==> config.mk <==
export PLATFORM = sky130hd
export DESIGN_NAME = fp_div_sp
export DESIGN_NICKNAME = d
export VERILOG_FILES = /design/src/rtl/fpdiv_pkg.sv /design/src/rtl/fpdiv_unpack.sv /design/src/rtl/fpdiv_r16_core.sv /design/src/rtl/fpdiv_pack.sv /design/src/rtl/fp_div_sp.sv
export SDC_FILE = /design/constraint.sdc
export NUM_CORES = 2
export LEC_CHECK = 0
export BUFFER_PORTS_ARGS = -buffer_cell sky130_fd_sc_hd__buf_4
export CAP_MARGIN = 20
export CORE_MARGIN = 5
export CORE_UTILIZATION = 55
export CTS_CLUSTER_DIAMETER = 120
export DETAILED_ROUTE_END_ITERATION = 6
export GPL_TIMING_DRIVEN = 0
export PLACE_DENSITY = 0.8
export SYNTH_ARGS = -nofsm -noshare
export SYNTH_HDL_FRONTEND = slang
export SYNTH_HIERARCHICAL = 1
export SYNTH_SLANG_ARGS = --single-unit
==> constraint.sdc <==
create_clock -name clk -period 6.69 [get_ports clk]
set_clock_uncertainty 0.2 [all_clocks]
set_input_delay 0.669 -clock clk [delete_from_list [all_inputs] [get_ports clk]]
set_output_delay 0.669 -clock clk [all_outputs]
set_load 0.02 [all_outputs]
==> src/rtl/fpdiv_pkg.sv <==
package fpdiv_pkg;

    localparam int FRAC_W  = 23;
    localparam int EXP_W   = 8;
    localparam int SIG_W   = FRAC_W + 1;
    localparam int EXT_W   = SIG_W;
    localparam int RADIX_W = 4;
    localparam int Q_W     = SIG_W + EXT_W;
    localparam int EXPI_W  = EXP_W + 3;
    localparam int WORD_W  = 1 + EXP_W + FRAC_W;

    localparam logic signed [EXPI_W-1:0] BIAS_S    = EXPI_W'(127);
    localparam logic signed [EXPI_W-1:0] EXP_TOP_S = EXPI_W'(255);
    localparam logic [WORD_W-1:0]        QNAN_W    = 32'h7FC0_0000;

    typedef enum logic [1:0] {
        S_IDLE = 2'd0,
        S_NORM = 2'd1,
        S_DIV  = 2'd2,
        S_PACK = 2'd3
    } fsm_t;

endpackage

==> src/rtl/fpdiv_unpack.sv <==
module fpdiv_unpack
    import fpdiv_pkg::*;
(
    input  logic [WORD_W-1:0]        a,
    input  logic [WORD_W-1:0]        b,
    output logic                     sign,
    output logic signed [EXPI_W-1:0] exp_a,
    output logic signed [EXPI_W-1:0] exp_b,
    output logic [SIG_W-1:0]         sig_a,
    output logic [SIG_W-1:0]         sig_b,
    output logic                     special,
    output logic [WORD_W-1:0]        special_word
);

    logic [EXP_W-1:0]  ea_f, eb_f;
    logic [FRAC_W-1:0] fa_f, fb_f;
    logic a_nan, b_nan, a_inf, b_inf, a_zero, b_zero, a_den, b_den;

    assign ea_f = a[WORD_W-2 -: EXP_W];
    assign eb_f = b[WORD_W-2 -: EXP_W];
    assign fa_f = a[FRAC_W-1:0];
    assign fb_f = b[FRAC_W-1:0];
    assign sign = a[WORD_W-1] ^ b[WORD_W-1];

    assign a_den  = (ea_f == '0);
    assign b_den  = (eb_f == '0);
    assign a_nan  = (ea_f == '1) && (fa_f != '0);
    assign b_nan  = (eb_f == '1) && (fb_f != '0);
    assign a_inf  = (ea_f == '1) && (fa_f == '0);
    assign b_inf  = (eb_f == '1) && (fb_f == '0);
    assign a_zero = a_den && (fa_f == '0);
    assign b_zero = b_den && (fb_f == '0);

    // subnormal: hidden bit 0, exponent behaves like biased value 1
    assign exp_a = a_den ? EXPI_W'(1) : $signed(EXPI_W'(ea_f));
    assign exp_b = b_den ? EXPI_W'(1) : $signed(EXPI_W'(eb_f));
    assign sig_a = {~a_den, fa_f};
    assign sig_b = {~b_den, fb_f};

    always_comb begin
        special      = 1'b1;
        special_word = '0;
        if (a_nan || b_nan || (a_zero && b_zero) || (a_inf && b_inf)) begin
            special_word = QNAN_W;
        end else if (a_inf || b_zero) begin
            special_word = {sign, {EXP_W{1'b1}}, {FRAC_W{1'b0}}};
        end else if (a_zero || b_inf) begin
            special_word = {sign, {(WORD_W-1){1'b0}}};
        end else begin
            special = 1'b0;
        end
    end

endmodule

==> src/rtl/fpdiv_r16_core.sv <==
module fpdiv_r16_core #(
    parameter int SIG_W   = 24,
    parameter int EXT_W   = 24,
    parameter int RADIX_W = 4
) (
    input  logic                     clk,
    input  logic                     rst_n,
    input  logic                     load,
    input  logic [SIG_W+EXT_W-1:0]   dividend,
    input  logic [SIG_W-1:0]         divisor,
    output logic                     fin,
    output logic [SIG_W+EXT_W-1:0]   quot
);

    localparam int Q_W    = SIG_W + EXT_W;
    localparam int DIGITS = Q_W / RADIX_W;
    localparam int REM_W  = SIG_W + RADIX_W;
    localparam int NMULT  = (1 << RADIX_W) - 1;
    localparam int CNT_W  = $clog2(DIGITS + 1);

    logic               busy_q;
    logic [CNT_W-1:0]   cnt_q;
    logic [REM_W-1:0]   rem_q;
    logic [Q_W-1:0]     dvd_q;
    logic [SIG_W-1:0]   dsr_q;
    logic [Q_W-1:0]     quot_q;

    logic [REM_W-1:0]   part;
    logic [REM_W:0]     diff [1:NMULT];
    logic [REM_W-1:0]   rem_next;
    logic [RADIX_W-1:0] digit;

    // remainder stays below the divisor, so the top bits are always zero
    assign part = REM_W'({rem_q, dvd_q[Q_W-1 -: RADIX_W]});

    for (genvar j = 1; j <= NMULT; j++) begin : g_mult
        assign diff[j] = {1'b0, part} - {1'b0, REM_W'(dsr_q) * REM_W'(j)};
    end

    always_comb begin
        digit    = '0;
        rem_next = part;
        for (int k = 1; k <= NMULT; k++) begin
            if (!diff[k][REM_W]) begin
                digit    = RADIX_W'(k);
                rem_next = diff[k][REM_W-1:0];
            end
        end
    end

    assign fin  = busy_q && (cnt_q == CNT_W'(DIGITS - 1));
    assign quot = quot_q;

    always_ff @(posedge clk or negedge rst_n) begin
        if (!rst_n) begin
            busy_q <= 1'b0;
            cnt_q  <= '0;
            rem_q  <= '0;
            dvd_q  <= '0;
            dsr_q  <= '0;
            quot_q <= '0;
        end else if (load) begin
            busy_q <= 1'b1;
            cnt_q  <= '0;
            rem_q  <= '0;
            dvd_q  <= dividend;
            dsr_q  <= divisor;
            quot_q <= '0;
        end else if (busy_q) begin
            rem_q  <= rem_next;
            dvd_q  <= dvd_q << RADIX_W;
            quot_q <= (quot_q << RADIX_W) | Q_W'(digit);
            cnt_q  <= cnt_q + 1'b1;
            if (fin) begin
                busy_q <= 1'b0;
            end
        end
    end

endmodule

==> src/rtl/fpdiv_pack.sv <==
module fpdiv_pack
    import fpdiv_pkg::*;
(
    input  logic                     sign,
    input  logic signed [EXPI_W-1:0] exp_a,
    input  logic signed [EXPI_W-1:0] exp_b,
    input  logic [Q_W-1:0]           quot,
    output logic [WORD_W-1:0]        word
);

    localparam int LEAD_W = $clog2(Q_W);

    logic [LEAD_W-1:0]          lead;
    logic [LEAD_W-1:0]          shamt;
    logic signed [EXPI_W-1:0]   lead_s;
    logic signed [EXPI_W-1:0]   biased;
    logic [FRAC_W-1:0]          frac;

    always_comb begin
        lead = '0;
        for (int i = 0; i < Q_W; i++) begin
            if (quot[i]) begin
                lead = LEAD_W'(i);
            end
        end
    end

    // a quotient of exactly 1.0 has its leading one at position EXT_W
    assign lead_s = $signed(EXPI_W'(lead));
    assign biased = exp_a - exp_b + BIAS_S + lead_s - EXPI_W'(EXT_W);
    assign shamt  = lead - LEAD_W'(FRAC_W);
    assign frac   = FRAC_W'(quot >> shamt);

    always_comb begin
        if (biased >= EXP_TOP_S) begin
            word = {sign, {EXP_W{1'b1}}, {FRAC_W{1'b0}}};
        end else if (biased <= EXPI_W'(0)) begin
            word = {sign, {(WORD_W-1){1'b0}}};
        end else begin
            word = {sign, EXP_W'(biased), frac};
        end
    end

endmodule

==> src/rtl/fp_div_sp.sv <==
module fp_div_sp
    import fpdiv_pkg::*;
(
    input  logic        clk,
    input  logic        rst_n,
    input  logic        start,
    input  logic [31:0] op_a,
    input  logic [31:0] op_b,
    output logic        done,
    output logic [31:0] result
);

    fsm_t state_q, state_d;

    logic                     u_sign, u_special;
    logic signed [EXPI_W-1:0] u_exp_a, u_exp_b;
    logic [SIG_W-1:0]         u_sig_a, u_sig_b;
    logic [WORD_W-1:0]        u_special_word;

    logic                     sign_q, spec_q;
    logic signed [EXPI_W-1:0] exp_a_q, exp_b_q;
    logic [SIG_W-1:0]         sig_a_q, sig_b_q;
    logic [WORD_W-1:0]        spec_word_q;

    logic                     core_load, core_fin;
    logic [Q_W-1:0]           core_quot;
    logic [WORD_W-1:0]        packed_word;
    logic                     done_q;
    logic [WORD_W-1:0]        result_q;

    fpdiv_unpack u_unpack (
        .a            (op_a),
        .b            (op_b),
        .sign         (u_sign),
        .exp_a        (u_exp_a),
        .exp_b        (u_exp_b),
        .sig_a        (u_sig_a),
        .sig_b        (u_sig_b),
        .special      (u_special),
        .special_word (u_special_word)
    );

    assign core_load = (state_q == S_NORM) && sig_a_q[SIG_W-1];

    fpdiv_r16_core #(
        .SIG_W   (SIG_W),
        .EXT_W   (EXT_W),
        .RADIX_W (RADIX_W)
    ) u_core (
        .clk      (clk),
        .rst_n    (rst_n),
        .load     (core_load),
        .dividend ({sig_a_q, {EXT_W{1'b0}}}),
        .divisor  (sig_b_q),
        .fin      (core_fin),
        .quot     (core_quot)
    );

    fpdiv_pack u_pack (
        .sign  (sign_q),
        .exp_a (exp_a_q),
        .exp_b (exp_b_q),
        .quot  (core_quot),
        .word  (packed_word)
    );

    // state register
    always_ff @(posedge clk or negedge rst_n) begin
        if (!rst_n) begin
            state_q <= S_IDLE;
        end else begin
            state_q <= state_d;
        end
    end

    // next-state logic
    always_comb begin
        state_d = state_q;
        unique case (state_q)
            S_IDLE: if (start) state_d = u_special ? S_PACK : S_NORM;
            S_NORM: if (sig_a_q[SIG_W-1]) state_d = S_DIV;
            S_DIV:  if (core_fin) state_d = S_PACK;
            S_PACK: state_d = S_IDLE;
            default: state_d = S_IDLE;
        endcase
    end

    // operand capture and dividend normalisation
    always_ff @(posedge clk or negedge rst_n) begin
        if (!rst_n) begin
            sign_q      <= 1'b0;
            spec_q      <= 1'b0;
            exp_a_q     <= '0;
            exp_b_q     <= '0;
            sig_a_q     <= '0;
            sig_b_q     <= '0;
            spec_word_q <= '0;
        end else begin
            if (state_q == S_IDLE && start) begin
                sign_q      <= u_sign;
                spec_q      <= u_special;
                exp_a_q     <= u_exp_a;
                exp_b_q     <= u_exp_b;
                sig_a_q     <= u_sig_a;
                sig_b_q     <= u_sig_b;
                spec_word_q <= u_special_word;
            end else if (state_q == S_NORM && !sig_a_q[SIG_W-1]) begin
                sig_a_q <= sig_a_q << 1;
                exp_a_q <= exp_a_q - EXPI_W'(1);
            end
        end
    end

    // outputs
    always_ff @(posedge clk or negedge rst_n) begin
        if (!rst_n) begin
            done_q   <= 1'b0;
            result_q <= '0;
        end else begin
            done_q <= (state_q == S_PACK);
            if (state_q == S_PACK) begin
                result_q <= spec_q ? spec_word_q : packed_word;
            end
        end
    end

    assign done   = done_q;
    assign result = result_q;

endmodule

==> out/qor.txt <==
Initial Utilization: 0.5533
Critical Path RT: 6970 ps
Wl on met1: 73550 µm
Number of distinct library cells after synthesis: 114
Failing checks: design-rule violations, negative setup slack
Setup crit start kind: flip-flop
Worst path max stage delay: 490 ps
Final #Nets: 7443
Number of synthesized flops with an enable pin: 0
Die height: 308.0 µm
Final Wtd Congestion: 1.067
CP endpoint kind: flip-flop
Most frequent cells in the layout: nand2_1 (658), ha_1 (572), nor2_1 (475)
Status: complete, but fails checks
CTS tree: done
CTS H-tree lvls: 1
Post-synthesis async set-or-reset flop share: 1.000
CTS max path bufs: 3
# rows: 109
Gate power share: 0.034
Max Used Layer: met4
Crit path top cell by count: a21oi_2
Via count: 50672
First-pass GRT wire length: 290600 µm
RSZ-0062 raised after global routing: yes
Mapped Cells: 6100
Residual DRC: 6
DR pass1 iterations: 7
Largest fanout on the critical path: 5
Worst vdd ir: 0.1971 mV
Final setup viols: 23
Vias in the first global route: 49814
Slew Limit Headroom: 0.1975
DRT antenna net count: 0
Pwr Density: 64.60 nW/µm²
Pin count of the biggest net entering global routing: 122
Leakage: 25.22 nW
Io pins: 100
Highest Clock Rate: 144.1 MHz
Die area: 94830 µm²
Sum Neg Setup Slack: -2604 ps
Overall Power: 0.003644 W
CTS Buf Count: 31
Share of cells above drive strength 1: 0.1396
Wirelength per Cell: 25.30 µm
Hold Vio Cnt, Final: 0
Net Sw Frac: 0.2383
Routed wl met2: 84850 µm
P_sw: 0.0008684 W
Most common cell after layout, fill and taps aside: nand2_1
Wirelength, routed: 194800 µm
Hold WC Path Type: primary input to flip-flop
Int Pwr: 0.002775 W
Grt ovf: 0
CORE AREA: 88240 µm²
Least-Margin Pin Slew: 1204 ps
CP max stage cell: dfrtp_4
Area growth from synthesis to layout: 15.51%
Synth Register Bits: 288
Netlist Area Pre-Place: 48830 µm²
ANT cells: 0
Period minus WS final: 6941 ps
Clk pwr share: 0.488
Mapped Avg Cell Area: 8.004 µm²
Vias per cell: 6.583
IO Port Bufs: 99
Post-synth top flop: dfrtp_1
Final worst slack: -250.7 ps
Worst-skew pair later-pin latency: 600 ps
Clock Root Buffer: clkbuf_16
Clock Sink Count: 288
Sequential Power Share: 0.478
Place WS: -2325 ps
Post-DP HPWL: 149000 µm
Number of DRC markers in iteration 0: 5917
Die X: 308.0 µm
YS warnings: 6
Sequential area share after synthesis: 0.1476
All-Layer GR Usage: 0.3927
Initial antenna violation count: 0
Met3 layer wire length in the routed design: 22200 µm
Crit Path Class: flip-flop to flip-flop
WP data arrival: 7220 ps
R2R Setup Slk: -250 ps
Period utilisation layout: 1.037
Clock slew at reported path FFs: 70 ps
Max_cap viols: 0
Max-slew violation count: 0
==> state kept, by name, summed over array words and instances (netlist names) <==
name	flops
u_core/dsr_q	24
sig_a_q	24
u_core/rem_q	24
exp_a_q	11
u_core/busy_q	1
sig_b_q	24
u_core/dvd_q	48
u_core/quot	48
exp_b_q	11
sign_q	1
spec_word_q	32
spec_q	1
u_core/cnt_q	4
done	1
state_q	2
result	32
==> stage by stage <==
stage	instances	hold slack (ps)	cell area [µm²]	utilization
finish	7697	143.7	56400	0.6392
floorplan	6150	173.4	49040	-
CTS	7643	133.3	55140	0.6249
global placement	7414	259.0	51240	0.5807
global route	7697	150.4	56400	0.6392
detailed placement	7440	262.7	51730	0.5863
==> final cells by class <==
class	instances	area, µm²
buffer	319	1722
clock buffer	39	835.8
clock inverter	18	181.4
fill	7533	31840
inverter	506	1981
multi-input combinational	5029	39880
sequential	288	7273
tap	1165	1458
timing repair buffer	333	3065
==> power by group through the flow <==
stage               sequential, W  clock (W)  combinational [W]
global placement          0.00177          0           0.000119
finish                    0.00174    0.00178           0.000125
detailed placement        0.00177          0           0.000125
floorplan                 0.00177          0          0.0000420
CTS                       0.00174    0.00179           0.000126
global route              0.00174    0.00187           0.000139
==> final timing paths <==
kind / start / end / cells after the start
setup / recovery: u_core/dsr_q[2] / u_core/rem_q[2] / 36
hold / removal: op_a[31] / sign_q / 4
hold reg to reg: sig_b_q[18] / sig_b_q[18] / 2
setup reg to reg: u_core/dsr_q[2] / u_core/rem_q[2] / 36
min in group asynchronous: rst_n / u_core/quot[7] / 2
max in group asynchronous: rst_n / u_core/dsr_q[0] / 4
==> critical path: cells and delay by family, from the launching register on <==
kind / cells / cell delay [ps]
compound gates: 19 / 3240
flops: 1 / 490
simple gates: 7 / 680
buf+inv: 5 / 610
xor+xnor: 1 / 140
fa+ha+maj: 4 / 1400
==> timing repair <==
action | 4_1_cts | 5_1_grt
gates resized for setup | 324 | 166
hold buffers | 1 | 0
pin swaps | 81 | 100
setup endpoints to repair | 51 | 51
gates cloned | 2 | 0
buffers inserted | 148 | 54
endpoints found under the hold margin | 63 | 0
==> cells in the mapped netlist (86+ instances only) <==
| master | number | area [µm²] |
|---|---|---|
| nand2_1 | 668 | 2507 |
| ha_1 | 582 | 7282 |
| inv_1 | 499 | 1873 |
| nor2_1 | 493 | 1851 |
| a21oi_1 | 398 | 1992 |
| o21ai_0 | 353 | 1767 |
| dfrtp_1 | 288 | 7207 |
| fa_1 | 286 | 5725 |
| xnor2_1 | 238 | 2085 |
| clkbuf_1 | 195 | 732.0 |
| mux2i_1 | 173 | 1732 |
| nor3_1 | 141 | 705.7 |
| a21o_1 | 139 | 1044 |
| xor2_1 | 120 | 1051 |
| nand3_1 | 98 | 490.5 |
| buf_4 | 86 | 645.6 |
==> cells by family (layout without fill, tap and decap cells) <==
| kind of cell | Yosys count | in the layout | synth area share |
|---|---|---|---|
| DFF | 288 | 288 | 0.1476 |
| other | 2 | 52 | 0.0001538 |
| buffers and inverters | 833 | 1215 | 0.07170 |
| muxes | 190 | 190 | 0.04039 |
| adders and majority gates | 875 | 875 | 0.2679 |
| and+or+nand+nor | 1852 | 1852 | 0.1749 |
| xor gates and xnor gates | 360 | 360 | 0.06512 |
| AOI/OAI and AO/OA | 1700 | 1700 | 0.2323 |
==> layer usage <==
metal | track usage | up-vias
met2 | 0.6154 | 3091
met5 | 0 | -
li1 | - | 22414
met3 | 0.08961 | 826
met1 | 0.4991 | 24341
met4 | 0.2299 | 0
Note: power is estimated with default switching activity, not from simulation.
